### src/rtl/rmii_rx_pkg.sv
package rmii_rx_pkg;

  typedef enum logic [1:0] {
    ST_IDLE,
    ST_SYNC,
    ST_FRAME
  } rx_state_e;

  typedef struct packed {
    logic [3:0] nib;
    logic       er;
  } nibble_t;

endpackage

### src/rtl/rx_sample_strobe.sv
module rx_sample_strobe #(
  parameter int unsigned DIV_10M = 10
) (
  input  logic clk_i,
  input  logic rst_ni,
  input  logic rate_10_i,
  output logic strobe_o
);
  localparam int unsigned CW = (DIV_10M > 1) ? $clog2(DIV_10M) : 1;
  localparam logic [CW-1:0] LAST = CW'(DIV_10M - 1);

  logic [CW-1:0] cnt_q;

  always_ff @(posedge clk_i or negedge rst_ni) begin
    if (!rst_ni)              cnt_q <= '0;
    else if (!rate_10_i)      cnt_q <= '0;
    else if (cnt_q == LAST)   cnt_q <= '0;
    else                      cnt_q <= cnt_q + 1'b1;
  end

  // first slot begins on the first edge after reset release
  assign strobe_o = !rate_10_i || (cnt_q == '0);
endmodule

### src/rtl/rx_nibble_fsm.sv
module rx_nibble_fsm
  import rmii_rx_pkg::*;
(
  input  logic       clk_i,
  input  logic       rst_ni,
  input  logic       strobe_i,
  input  logic       crs_dv_i,
  input  logic [1:0] rxd_i,
  input  logic       rx_er_i,
  output logic       nib_vld_o,
  output nibble_t    nib_o
);
  rx_state_e  state_q, state_d;
  logic       half_q, half_d;
  logic [1:0] low_q, low_d;
  logic       crs0_q, crs0_d;
  logic       er0_q, er0_d;
  logic       emit;

  always_comb begin
    state_d = state_q;
    half_d  = half_q;
    low_d   = low_q;
    crs0_d  = crs0_q;
    er0_d   = er0_q;
    emit    = 1'b0;
    if (strobe_i) begin
      unique case (state_q)
        ST_IDLE: begin
          if (crs_dv_i && rxd_i != 2'b00) begin
            low_d   = rxd_i;
            er0_d   = rx_er_i;
            state_d = ST_SYNC;
          end
        end
        ST_SYNC: begin
          if (!crs_dv_i) begin
            state_d = ST_IDLE;
          end else begin
            emit    = 1'b1;
            half_d  = 1'b0;
            state_d = ST_FRAME;
          end
        end
        ST_FRAME: begin
          if (!half_q) begin
            low_d  = rxd_i;
            crs0_d = crs_dv_i;
            er0_d  = rx_er_i;
            half_d = 1'b1;
          end else begin
            half_d = 1'b0;
            if (!crs0_q && !crs_dv_i) state_d = ST_IDLE;
            else                      emit    = 1'b1;
          end
        end
        default: state_d = ST_IDLE;
      endcase
    end
  end

  always_ff @(posedge clk_i or negedge rst_ni) begin
    if (!rst_ni) begin
      state_q   <= ST_IDLE;
      half_q    <= 1'b0;
      low_q     <= 2'b00;
      crs0_q    <= 1'b0;
      er0_q     <= 1'b0;
      nib_vld_o <= 1'b0;
      nib_o     <= '0;
    end else begin
      state_q   <= state_d;
      half_q    <= half_d;
      low_q     <= low_d;
      crs0_q    <= crs0_d;
      er0_q     <= er0_d;
      nib_vld_o <= emit;
      if (emit) begin
        nib_o.nib <= {rxd_i, low_q};
        nib_o.er  <= er0_q | rx_er_i;
      end
    end
  end
endmodule

### src/rtl/mii_rx_out.sv
module mii_rx_out
  import rmii_rx_pkg::*;
(
  input  logic       clk_i,
  input  logic       rst_ni,
  input  logic       strobe_i,
  input  logic       nib_vld_i,
  input  nibble_t    nib_i,
  output logic       mii_rx_clk_o,
  output logic       mii_rx_dv_o,
  output logic [3:0] mii_rxd_o,
  output logic       mii_rx_er_o
);
  logic    ph_q;
  logic    hold_v_q;
  nibble_t hold_q;
  logic    update;

  // outputs move only on the edge that drives the receive clock high
  assign update       = strobe_i && !ph_q;
  assign mii_rx_clk_o = ph_q;

  always_ff @(posedge clk_i or negedge rst_ni) begin
    if (!rst_ni) begin
      ph_q        <= 1'b0;
      hold_v_q    <= 1'b0;
      hold_q      <= '0;
      mii_rx_dv_o <= 1'b0;
      mii_rxd_o   <= 4'h0;
      mii_rx_er_o <= 1'b0;
    end else begin
      if (strobe_i) ph_q <= ~ph_q;
      if (update) begin
        if (hold_v_q) begin
          mii_rx_dv_o <= 1'b1;
          mii_rxd_o   <= hold_q.nib;
          mii_rx_er_o <= hold_q.er;
          hold_v_q    <= nib_vld_i;
          if (nib_vld_i) hold_q <= nib_i;
        end else if (nib_vld_i) begin
          mii_rx_dv_o <= 1'b1;
          mii_rxd_o   <= nib_i.nib;
          mii_rx_er_o <= nib_i.er;
        end else begin
          mii_rx_dv_o <= 1'b0;
          mii_rxd_o   <= 4'h0;
          mii_rx_er_o <= 1'b0;
        end
      end else if (nib_vld_i) begin
        hold_v_q <= 1'b1;
        hold_q   <= nib_i;
      end
    end
  end
endmodule

### src/rtl/rmii_rx_to_mii.sv
module rmii_rx_to_mii
  import rmii_rx_pkg::*;
#(
  parameter int unsigned DIV_10M = 10
) (
  input  logic       clk_i,
  input  logic       rst_ni,
  input  logic       rate_10_i,
  input  logic       crs_dv_i,
  input  logic [1:0] rxd_i,
  input  logic       rx_er_i,
  output logic       mii_rx_clk_o,
  output logic       mii_rx_dv_o,
  output logic [3:0] mii_rxd_o,
  output logic       mii_rx_er_o
);
  logic    strobe;
  logic    nib_vld;
  nibble_t nib;

  rx_sample_strobe #(.DIV_10M(DIV_10M)) u_strobe (
    .clk_i    (clk_i),
    .rst_ni   (rst_ni),
    .rate_10_i(rate_10_i),
    .strobe_o (strobe)
  );

  rx_nibble_fsm u_fsm (
    .clk_i    (clk_i),
    .rst_ni   (rst_ni),
    .strobe_i (strobe),
    .crs_dv_i (crs_dv_i),
    .rxd_i    (rxd_i),
    .rx_er_i  (rx_er_i),
    .nib_vld_o(nib_vld),
    .nib_o    (nib)
  );

  mii_rx_out u_out (
    .clk_i       (clk_i),
    .rst_ni      (rst_ni),
    .strobe_i    (strobe),
    .nib_vld_i   (nib_vld),
    .nib_i       (nib),
    .mii_rx_clk_o(mii_rx_clk_o),
    .mii_rx_dv_o (mii_rx_dv_o),
    .mii_rxd_o   (mii_rxd_o),
    .mii_rx_er_o (mii_rx_er_o)
  );
endmodule

### config.mk
export PLATFORM = sky130hd
export DESIGN_NAME = rmii_rx_to_mii
export DESIGN_NICKNAME = d
export VERILOG_FILES = /design/src/rtl/rmii_rx_pkg.sv /design/src/rtl/rx_sample_strobe.sv /design/src/rtl/rx_nibble_fsm.sv /design/src/rtl/mii_rx_out.sv /design/src/rtl/rmii_rx_to_mii.sv
export SDC_FILE = /design/constraint.sdc
export NUM_CORES = 1
export LEC_CHECK = 0
export ABC_CLOCK_PERIOD_IN_PS = 6000
export BUFFER_PORTS_ARGS = -buffer_cell sky130_fd_sc_hd__buf_2
export CAP_MARGIN = 10
export CELL_PAD_IN_SITES_DETAIL_PLACEMENT = 1
export CELL_PAD_IN_SITES_GLOBAL_PLACEMENT = 1
export CORE_MARGIN = 10
export CORE_UTILIZATION = 28
export CTS_CLUSTER_DIAMETER = 30
export DETAILED_ROUTE_END_ITERATION = 10
export GPL_ROUTABILITY_DRIVEN = 1
export PLACE_DENSITY_LB_ADDON = 0.05
export REMOVE_ABC_BUFFERS = 1
export SKIP_CTS_REPAIR_TIMING = 1
export SYNTH_ARGS = -nofsm -noshare
export SYNTH_HDL_FRONTEND = slang
export SYNTH_SLANG_ARGS = --single-unit
### constraint.sdc
create_clock -name clk_i -period 6 [get_ports clk_i]
set_clock_uncertainty 0.15 [all_clocks]
set_input_delay 1.2 -clock clk_i [delete_from_list [all_inputs] [get_ports clk_i]]
set_output_delay 1.2 -clock clk_i [all_outputs]
set_load 0.01 [all_outputs]
-- Yosys cells after proc, flatten, opt, wreduce, memory -nomap -nowiden
Cells that the tools add are included.
W data, S select, Z words.
- register bits after elaboration: 30
- output and inout port bits: 7
- bitwise logic cells: 3
- multiplexer cells: 33
- add/subtract/negate cells: 1
- reduce and logical (&&, ||, !) cells: 18
- eq/ne operators: 9
- operators with widths (cell ; number):
    $mux W4 ; 4
    $mux W1 ; 15
    $mux W5 ; 3
    $mux W2 ; 6
    $ne A2 B1 Y1 const B ; 4
    $reduce_and A4 Y1 ; 2
    $reduce_bool A2 Y1 ; 4
    $pmux W1 S2 ; 3
    $pmux W2 S3 ; 1
    $reduce_and A3 Y1 ; 2
    $add A4 B1 Y4 const B ; 1
    $eq A4 B4 Y1 const B ; 1
    $logic_not A1 Y1 ; 4
    $logic_not A4 Y1 ; 1
    $ne A2 B2 Y1 const B ; 2
    $pmux W2 S2 ; 1
    $logic_and A1 B1 Y1 ; 3
    $eq A2 B1 Y1 const B ; 1
    $eq A2 B2 Y1 const B ; 1
    $logic_not A2 Y1 ; 1
    $not A1 Y1 ; 2
    $logic_or A1 B1 Y1 ; 1
    $or A1 B1 Y1 ; 1

-- Depth between registers and ports, before layout
Gate-level depths: netlist (run 1).
- depth in word-level cells: 6
- depth in mapped cells: 6
- gate-level depth less buffers: 5

-- Hierarchy
From an unflattened synthesis (run 1), not the netlist that was laid out.
- cells, all modules: 121
- area total of the unflattened synthesis: 1433.9 sq um
- by module, submodules not included (module ; seq. area each (sq um) ; cells an instance ; area each (sq um) ; instances):
    rx_nibble_fsm ; 325.3 ; 51 ; 643.1 ; 1
    mii_rx_out ; 325.3 ; 46 ; 555.5 ; 1
    rx_sample_strobe ; 100.1 ; 24 ; 235.2 ; 1

-- Least setup slack after synthesis (run 1)
OpenSTA, ideal clock, no wires.
- path type: input -> register
- start point: in rxd_i[1]
- end point: reg u_fsm.er0_q
- path slack: 3632 ps
- buffers on the path: 0
- stages on the path: 3
- data arrival time: 2093 ps
- cells stage by stage: o21ai_0 > a222oi_1 > mux2_2
- cells in the longest elaborated chain, start to end: 4
- ends and longest elaborated chain (element ; RTL line ; source):
    start, declared ; rmii_rx_to_mii.sv:10 ; input logic [1:0] rxd_i,
    $reduce_bool A2 Y1 ; rx_nibble_fsm.sv:30 ; if (crs_dv_i && rxd_i != 2'b00) begin
    $logic_and A1 B1 Y1 ; rx_nibble_fsm.sv:30 ;
    $ne A2 B1 Y1 (no line) ; n/a ;
    $reduce_and A4 Y1 (no line) ; n/a ;
    end signal, assigned ; rx_nibble_fsm.sv:76 ; er0_q <= er0_d;
    end, declared ; rx_nibble_fsm.sv:17 ; logic er0_q, er0_d;
No other way between the ends.
A chain may end at the register's enable or synchronous reset.

-- Final worst setup path (run 1)
- start point: reg u_strobe.cnt_q[0]
- end point: reg u_fsm.er0_q
- cells in the longest elaborated chain, start to end: 3
- ends and longest elaborated chain (element ; RTL line ; source):
    start, declared ; rx_sample_strobe.sv:12 ; logic [CW-1:0] cnt_q;
    start signal, assigned ; rx_sample_strobe.sv:18 ; else cnt_q <= cnt_q + 1'b1;
    $logic_not A4 Y1 ; rx_sample_strobe.sv:22 ; assign strobe_o = !rate_10_i || (cnt_q == '0);
    $logic_or A1 B1 Y1 ; rx_sample_strobe.sv:22 ;
    $reduce_and A4 Y1 (no line) ; n/a ;
No other way between the ends.

==> qor.log, run 1 <==
qor: timing.timing.final.hold_violations 0
qor: routing.initialDrtViolationCount 36
qor: routing.finalWirelength 3.47 mm
qor: yosys.synth-simple-area-share 13.2%
qor: clocking.insertion_delay 280 ps
qor: yosys.main_combinational_cell_family_by_area_after_synthesis compound AO/OA/AOI/OAI gates
qor: worst_setup_path.regToRegStartpoint u_strobe.cnt_q[0]
qor: min_path.min_delay_path_depth 1
qor: worst_setup_path.setup.reg_to_reg.worst_slack 3490 ps
qor: min_path.timing.hold.worst_endpoint u_out.mii_rxd_o[0]
qor: global_routing.number_of_antenna_violations_at_the_first_check_in_global_routing 0
qor: timing.report.final.setup_viol 0
qor: cells_and_area.final.fill_count 583
qor: clocking.htree_num_levels 2
qor: routing.drt-vias-per-instance 4.85
qor: floorplanning.die_h 93.6 um
qor: global_routing.grt_overflow 0
qor: yosys.post_synth_edffs 0
qor: clocking.cts.clk_slew.worst_paths 70 ps
qor: worst_setup_path.startpoint u_strobe.cnt_q[0]
qor: worst_setup_path.timing_worst_setup_path_type register to register
qor: worst_setup_path.timing.rr.end u_fsm.er0_q
qor: worst_setup_path.end_kind register
qor: yosys.synthFlopType sky130_fd_sc_hd__dfrtp_1
qor: place.dp_hpwl 2.47 mm
qor: yosys.synth_fa_ha_area_share 4.95%
qor: timing.fin_crit 2510 ps
qor: floorplanning.top_level_ports 14
qor: cells_and_area.diodes 0
qor: power_and_ir_drop.power.density 491 nW/um^2
qor: timing.maximum_clock_rate 399 MHz
qor: timing.rsz0062_at_grt no
qor: timing.min_period_over_period 41.8%
qor: yosys.synthesis.area 1520 sq um
qor: floorplanning.initial_util 29.3%
qor: global_routing.grt_max_degree 31
qor: worst_setup_path.setup.worst_path.start_class register
qor: yosys.synthMuxAreaShare 11.0%
qor: yosys.compound_cell_area_share_of_the_yosys_netlist 17.0%
qor: clocking.cts_made_buffers 5
qor: yosys.avg_synthesized_cell_area 11.0 sq um
qor: timing.final-max-slew-violation-count 0
qor: worst_setup_path.crit_fanout 10
qor: min_path.hold_path.class register to register
qor: clocking.ctsLongestPathBuffers 2
qor: global_routing.grt_first_pass_wirelength 6.08 mm
qor: yosys.yosys.area.top_type_share 49.5%
qor: worst_setup_path.arrival 2520 ps
qor: power_and_ir_drop.peakVddDrop 0.182 mV
qor: routing.ant_nets 0
qor: yosys.post-synth-top-area-cell sky130_fd_sc_hd__dfrtp_1
qor: cells_and_area.stdcell_area 1760 sq um
qor: global_routing.grt_pass1_vias 1,223
qor: yosys.synthesis.yosys.warnings 0
qor: timing.setup-tns-final 0 ps
qor: worst_setup_path.timing.reg2reg.worst_path_depth 5
qor: min_path.worst_hold_startpoint u_out.mii_rxd_o[0]
qor: floorplanning.design.core.area 5170 sq um
qor: yosys.synth_xor_area_share 0.578%
qor: routing.vias 1,092
qor: yosys.post_synth_num_cell_types 32
qor: floorplanning.die_x 93.6 um
qor: cells_and_area.nets 167
qor: cells_and_area.most-common-layout-cells 30 x sky130_fd_sc_hd__dfrtp_1, 14 x sky130_fd_sc_hd__nand2_1, 13 x sky130_fd_sc_hd__mux2_2, 13 x sky130_fd_sc_hd__buf_2, 10 x sky130_fd_sc_hd__o21ai_0
qor: status.run_status finished clean
qor: floorplanning.floorplan.rows 26
qor: yosys.ys_seq_elements 30
qor: yosys.share_of_async_settable_or_async_resettable_flops_after_synthesis 100%
qor: yosys.synthesis.instances 138
qor: timing.timing.max_slew.rel_slack 44.9%
qor: cells_and_area.layout.cells.most_common sky130_fd_sc_hd__dfrtp_1
qor: power_and_ir_drop.p_leak 0.766 nW
qor: place.gp_routability_congestion 0.837
qor: floorplanning.die_area 8750 sq um
qor: clocking.cts_root_buf sky130_fd_sc_hd__clkbuf_8
qor: place.io_buffers 13
qor: routing.wl_per_cell 15.4 um
qor: worst_setup_path.worst_ep_required_time 6010 ps
qor: routing.drtPass1Iterations 5
qor: clocking.cts.sinks 30
qor: routing.drc_errors 0
qor: cells_and_area.synthToLayoutAreaGrowth 15.9%
qor: timing.tightestPinTransition 825 ps
qor: clocking.cts_tree done
qor: yosys.yosysSeqAreaShare 49.5%
qor: global_routing.groute.usage.overall 8.79%
qor: yosys.synth.area.top_cells sky130_fd_sc_hd__dfrtp_1 50%, sky130_fd_sc_hd__mux2_2 9.7%, sky130_fd_sc_hd__ha_1 5.0%
qor: place.dpl-instance-area 1650 sq um
qor: cells_and_area.drive_above_1_share 26.5%
qor: job.timing.max_cap.violations 0
[critical path, cell delays in order, from the launching register on]
cell,delay (ps)
sky130_fd_sc_hd__dfrtp_1,430
sky130_fd_sc_hd__inv_1,80
sky130_fd_sc_hd__ha_1,150
sky130_fd_sc_hd__or3b_1,540
sky130_fd_sc_hd__a222oi_1,630
sky130_fd_sc_hd__mux2_2,400
[routing by layer]
layer | up-vias | track usage (%) | wire length, um
met5 | - | 0 | 0
met4 | 0 | 4.81 | 68
li1 | 523 | - | -
met3 | 7 | 2.88 | 149
met2 | 22 | 13.1 | 1550
met1 | 540 | 11.0 | 1700
[synthesized netlist by cell type, types with 3 or more instances]
master	instances
sky130_fd_sc_hd__nand2_1	14
sky130_fd_sc_hd__clkbuf_1	3
sky130_fd_sc_hd__mux2_2	13
sky130_fd_sc_hd__nor2_1	8
sky130_fd_sc_hd__nand2b_1	8
sky130_fd_sc_hd__o211ai_1	9
sky130_fd_sc_hd__a21oi_1	3
sky130_fd_sc_hd__o21ai_0	10
sky130_fd_sc_hd__dfrtp_1	30
sky130_fd_sc_hd__ha_1	6
sky130_fd_sc_hd__inv_1	9
[worst max-delay path by stage]
| stage | to | slack [ps] | depth (start not counted) |
|---|---|---|---|
| floorplan | u_fsm.er0_q | 3630 | 3 |
| global placement | u_fsm.er0_q | 3370 | 3 |
| detailed placement | u_fsm.er0_q | 3330 | 4 |
| CTS | u_fsm.er0_q | 3460 | 5 |
| global route | u_fsm.low_q[1] | 3360 | 5 |
| finish | u_fsm.er0_q | 3490 | 5 |
[registers in the layout (all words and copies together) (netlist names)]
name                flops
u_out.hold_q            5
u_out.mii_rx_er_o       1
u_fsm.half_q            1
u_fsm.nib_vld_o         1
u_fsm.er0_q             1
u_fsm.low_q             2
u_out.mii_rxd_o         4
u_fsm.crs0_q            1
u_out.mii_rx_clk_o      1
u_strobe.cnt_q          4
u_out.hold_v_q          1
u_fsm.state_q           2
u_fsm.nib_o             5
u_out.mii_rx_dv_o       1
[cell families after synthesis]
family	Yosys count
compound gates	34
fa+ha+maj	6
buf+inv	13
simple gates	39
xor+xnor	1
mux	15
flops	30
[report_power, final]
group,switching [mW],internal (mW),total (mW),leakage [nW]
Combinational,0.163,0.155,0.317,0.344
Clock,0.0755,0.116,0.191,0.0575
Sequential,0.0663,0.287,0.353,0.365
Total,0.305,0.557,0.862,0.766
[cell type report]
type | instances | area (sq um) | area share (%)
inverter | 9 | 33.8 | 1.92
timing repair buffer | 13 | 65.1 | 3.71
clock buffer | 8 | 110 | 6.27
multi-input combinational | 95 | 708 | 40.3
sequential | 30 | 751 | 42.8
tap | 70 | 87.6 | 4.99
[per-stage QoR]
step	setup WS [ps]	instances	util [%]	hold slack [ps]	total power [mW]
detailed placement	3330	217	31.8	341	0.681
finish	3490	225	33.9	352	0.862
global placement	3370	217	31.8	334	0.668
CTS	3460	225	33.9	356	0.878
floorplan	3630	134	-	325	0.576
global route	3360	225	33.9	372	0.942
Power figures use the tool's default switching activity.
==> inputs of run 2 (changes only) <==
--- a/config.mk
+++ b/config.mk
@@ -5,7 +5,7 @@
 export SDC_FILE = /design/constraint.sdc
 export NUM_CORES = 1
 export LEC_CHECK = 0
-export ABC_CLOCK_PERIOD_IN_PS = 6000
+export ABC_CLOCK_PERIOD_IN_PS = 2200
 export BUFFER_PORTS_ARGS = -buffer_cell sky130_fd_sc_hd__buf_2
 export CAP_MARGIN = 10
 export CELL_PAD_IN_SITES_DETAIL_PLACEMENT = 1
==> constraint.sdc (replaced) <==
create_clock -name clk_i -period 2.2 [get_ports clk_i]
set_clock_uncertainty 0.15 [all_clocks]
set_input_delay 0.44 -clock clk_i [delete_from_list [all_inputs] [get_ports clk_i]]
set_output_delay 0.44 -clock clk_i [all_outputs]
set_load 0.01 [all_outputs]
==> run 2 against run 1 <==
  * Routed wire length rose by 3.3%
  * Maximum frequency rose by 19%
  * Die area did not move
  * Design area rose by 8.7%
  * Flip-flop and latch count did not move
  * Sequential share of layout area fell by 3.4 points
  * Setup slack got worse by 3400 ps
  * Clock power rose to 3.7 times the previous value
  * Utilization rose by 3.0 points
  * Clock-buffer cell count fell by 2
  * Critical endpoint is now u_fsm.low_q[1]
  * Largest power group is now combinational cells
==> qor.log, run 2 (same netlist as run 1, synthesis figures left out) <==
qor: cells_and_area.top_regs u_fsm.nib_o (5), u_out.hold_q (5) [unchanged]
qor: routing.drc_errors 0 [unchanged]
qor: routing.wl_per_cell 15.0 um [was 15.4 um]
qor: floorplanning.top_level_ports 14 [unchanged]
qor: floorplanning.design.core.area 5170 sq um [unchanged]
qor: timing.final-max-slew-violation-count 0 [unchanged]
qor: min_path.hold_path.class input pin to async pin [was register to register]
qor: timing.tightestPinTransition 702 ps [was 825 ps]
qor: clocking.ctsLongestPathBuffers 2 [unchanged]
qor: place.io_buffers 13 [unchanged]
qor: worst_setup_path.crit_fanout 4 [was 10]
qor: timing.min_period_over_period 95.9% [was 41.8%]
qor: timing.rsz0062_at_grt no [unchanged]
qor: worst_setup_path.arrival 2130 ps [was 2520 ps]
qor: timing.setup-tns-final 0 ps [unchanged]
qor: worst_setup_path.setup.reg_to_reg.worst_slack 90 ps [was 3490 ps]
qor: worst_setup_path.worst_path_largest_cell_delay 420 ps [was 630 ps]
qor: global_routing.grt_overflow 0 [unchanged]
qor: timing.timing.max_slew.rel_slack 53.2% [was 44.9%]
qor: floorplanning.die_area 8750 sq um [unchanged]
qor: timing.fin_crit 2110 ps [was 2510 ps]
qor: clocking.cts.sinks 30 [unchanged]
qor: clocking.cts_tree done [unchanged]
qor: cells_and_area.synthToLayoutAreaGrowth 25.9% [was 15.9%]
qor: global_routing.grt_first_pass_wirelength 6.06 mm [was 6.08 mm]
qor: floorplanning.initial_util 29.3% [unchanged]
qor: global_routing.grt_max_degree 31 [unchanged]
qor: worst_setup_path.end_kind register [unchanged]
qor: place.gp_routability_congestion 0.747 [was 0.837]
qor: routing.ant_nets 0 [unchanged]
qor: worst_setup_path.regToRegStartpoint u_strobe.cnt_q[1] [was u_strobe.cnt_q[0]]
qor: worst_setup_path.timing.rr.end u_fsm.low_q[1] [was u_fsm.er0_q]
qor: worst_setup_path.setup.worst_path.start_class register [unchanged]
qor: floorplanning.die_h 93.6 um [unchanged]
qor: worst_setup_path.timing_worst_setup_path_type register to register [unchanged]
qor: global_routing.number_of_antenna_violations_at_the_first_check_in_global_routing 0 [unchanged]
qor: worst_setup_path.cpMaxStageDelayCell sky130_fd_sc_hd__or3b_4 [was sky130_fd_sc_hd__a222oi_1]
qor: power_and_ir_drop.power.density 1400 nW/um^2 [was 491 nW/um^2]
qor: power_and_ir_drop.p_leak 0.854 nW [was 0.766 nW]
qor: routing.vias 1,145 [was 1,092]
qor: power_and_ir_drop.peakVddDrop 0.393 mV [was 0.182 mV]
qor: clocking.insertion_delay 280 ps [about the same]
qor: power_and_ir_drop.total_power 2.66 mW [was 0.862 mW]
qor: cells_and_area.layout.cells.most_common sky130_fd_sc_hd__dfrtp_1 [unchanged]
qor: worst_setup_path.worst_ep_required_time 2220 ps [was 6010 ps]
qor: worst_setup_path.crit_path_cell_trace inv_2 > ha_1 > or3b_4 > a222oi_1 > buf_4 > mux2_2 [was inv_1 > ha_1 > or3b_1 > a222oi_1 > mux2_2]
qor: job.timing.max_cap.violations 0 [unchanged]
qor: place.dp_hpwl 2.62 mm [was 2.47 mm]
qor: cells_and_area.diodes 0 [unchanged]
qor: timing.maximum_clock_rate 474 MHz [was 399 MHz]
qor: floorplanning.die_x 93.6 um [unchanged]
qor: cells_and_area.nets 181 [was 167]
qor: global_routing.grt_pass1_vias 1,229 [was 1,223]
qor: clocking.htree_num_levels 2 [unchanged]
qor: clocking.cts_made_buffers 5 [unchanged]
qor: routing.initialDrtViolationCount 49 [was 36]
qor: routing.drt-vias-per-instance 4.79 [was 4.85]
qor: status.run_status finished clean [unchanged]
qor: worst_setup_path.timing.reg2reg.worst_path_depth 6 [was 5]
qor: floorplanning.floorplan.rows 26 [unchanged]
qor: routing.finalWirelength 3.59 mm [was 3.47 mm]
qor: timing.final_hold_slack 52.3 ps [was 352 ps]
qor: routing.drtPass1Iterations 4 [was 5]
qor: timing.timing.final.hold_violations 0 [unchanged]
qor: clocking.cts.clk_slew.worst_paths 70 ps [about the same]
qor: clocking.cts_root_buf sky130_fd_sc_hd__clkbuf_8 [unchanged]
qor: cells_and_area.final.fill_count 576 [was 583]
qor: timing.report.final.setup_viol 0 [unchanged]
qor: cells_and_area.most-common-layout-cells 30 x sky130_fd_sc_hd__dfrtp_1, 14 x sky130_fd_sc_hd__nand2_1, 13 x sky130_fd_sc_hd__mux2_2, 13 x sky130_fd_sc_hd__buf_2, 13 x sky130_fd_sc_hd__buf_4 [was 30 x sky130_fd_sc_hd__dfrtp_1, 14 x sky130_fd_sc_hd__nand2_1, 13 x sky130_fd_sc_hd__mux2_2, 13 x sky130_fd_sc_hd__buf_2, 10 x sky130_fd_sc_hd__o21ai_0]
qor: global_routing.groute.usage.overall 8.80% [was 8.79%]
qor: cells_and_area.drive_above_1_share 33.7% [was 26.5%]
-- run 2: worst max path at each step --
stage / from / to / depth (start not counted)
floorplan: u_strobe.cnt_q[0] / u_fsm.er0_q / 5
global placement: u_strobe.cnt_q[1] / u_fsm.er0_q / 6
detailed placement: u_strobe.cnt_q[1] / u_fsm.low_q[1] / 6
CTS: u_strobe.cnt_q[1] / u_fsm.low_q[1] / 6
global route: u_strobe.cnt_q[1] / u_fsm.low_q[1] / 6
finish: u_strobe.cnt_q[1] / u_fsm.low_q[1] / 6
-- run 2: worst max-delay path, delay by kind of cell, from the launching register on --
kind                       cells  cell delay [ps]
AOI/OAI and AO/OA              1              330
buffers and inverters          2              240
muxes                          1              330
DFF                            1              390
adders and majority gates      1              140
and+or+nand+nor                1              420
-- run 2: report_power, final --
group,leakage [nW],switching (mW),total (mW),internal (mW)
Sequential,0.365,0.164,0.946,0.783
Combinational,0.418,0.481,1.01,0.531
Clock,0.0714,0.221,0.704,0.483
-- run 2: layer usage --
layer  global-route usage, %  share of wire (%)  vias to the layer above
met5                       0                  0                        -
met4                    3.92                1.7                        0
met3                    3.60                4.7                        6
met2                    13.1                 45                       14
met1                    10.9                 49                      574
li1                        -                  -                      551
-- run 2: layout make-up --
cell class              instances  area [sq um]  share of cell area, %
flip-flops and latches         30           751                   39.3
multi-input cells              95           711                   37.2
repair buffers                 27           183                   9.57
well taps                      70          87.6                   4.59
clock buffers                   6          82.6                   4.33
clock inverters                 2          60.1                   3.15
inverters                       9          33.8                   1.77
-- run 2: through the flow --
| stage | util, % | worst slack [ps] | instance area (sq um) | instances |
|---|---|---|---|---|
| after global placement | 34.1 | 7.39 | 1760 | 231 |
| after global routing | 36.9 | 1.14 | 1910 | 239 |
| after floorplan | - | -69.9 | 1490 | 134 |
| final | 36.9 | 90.1 | 1910 | 239 |
| after detailed placement | 34.1 | -31.8 | 1760 | 231 |
| after CTS | 36.8 | -40.1 | 1910 | 239 |
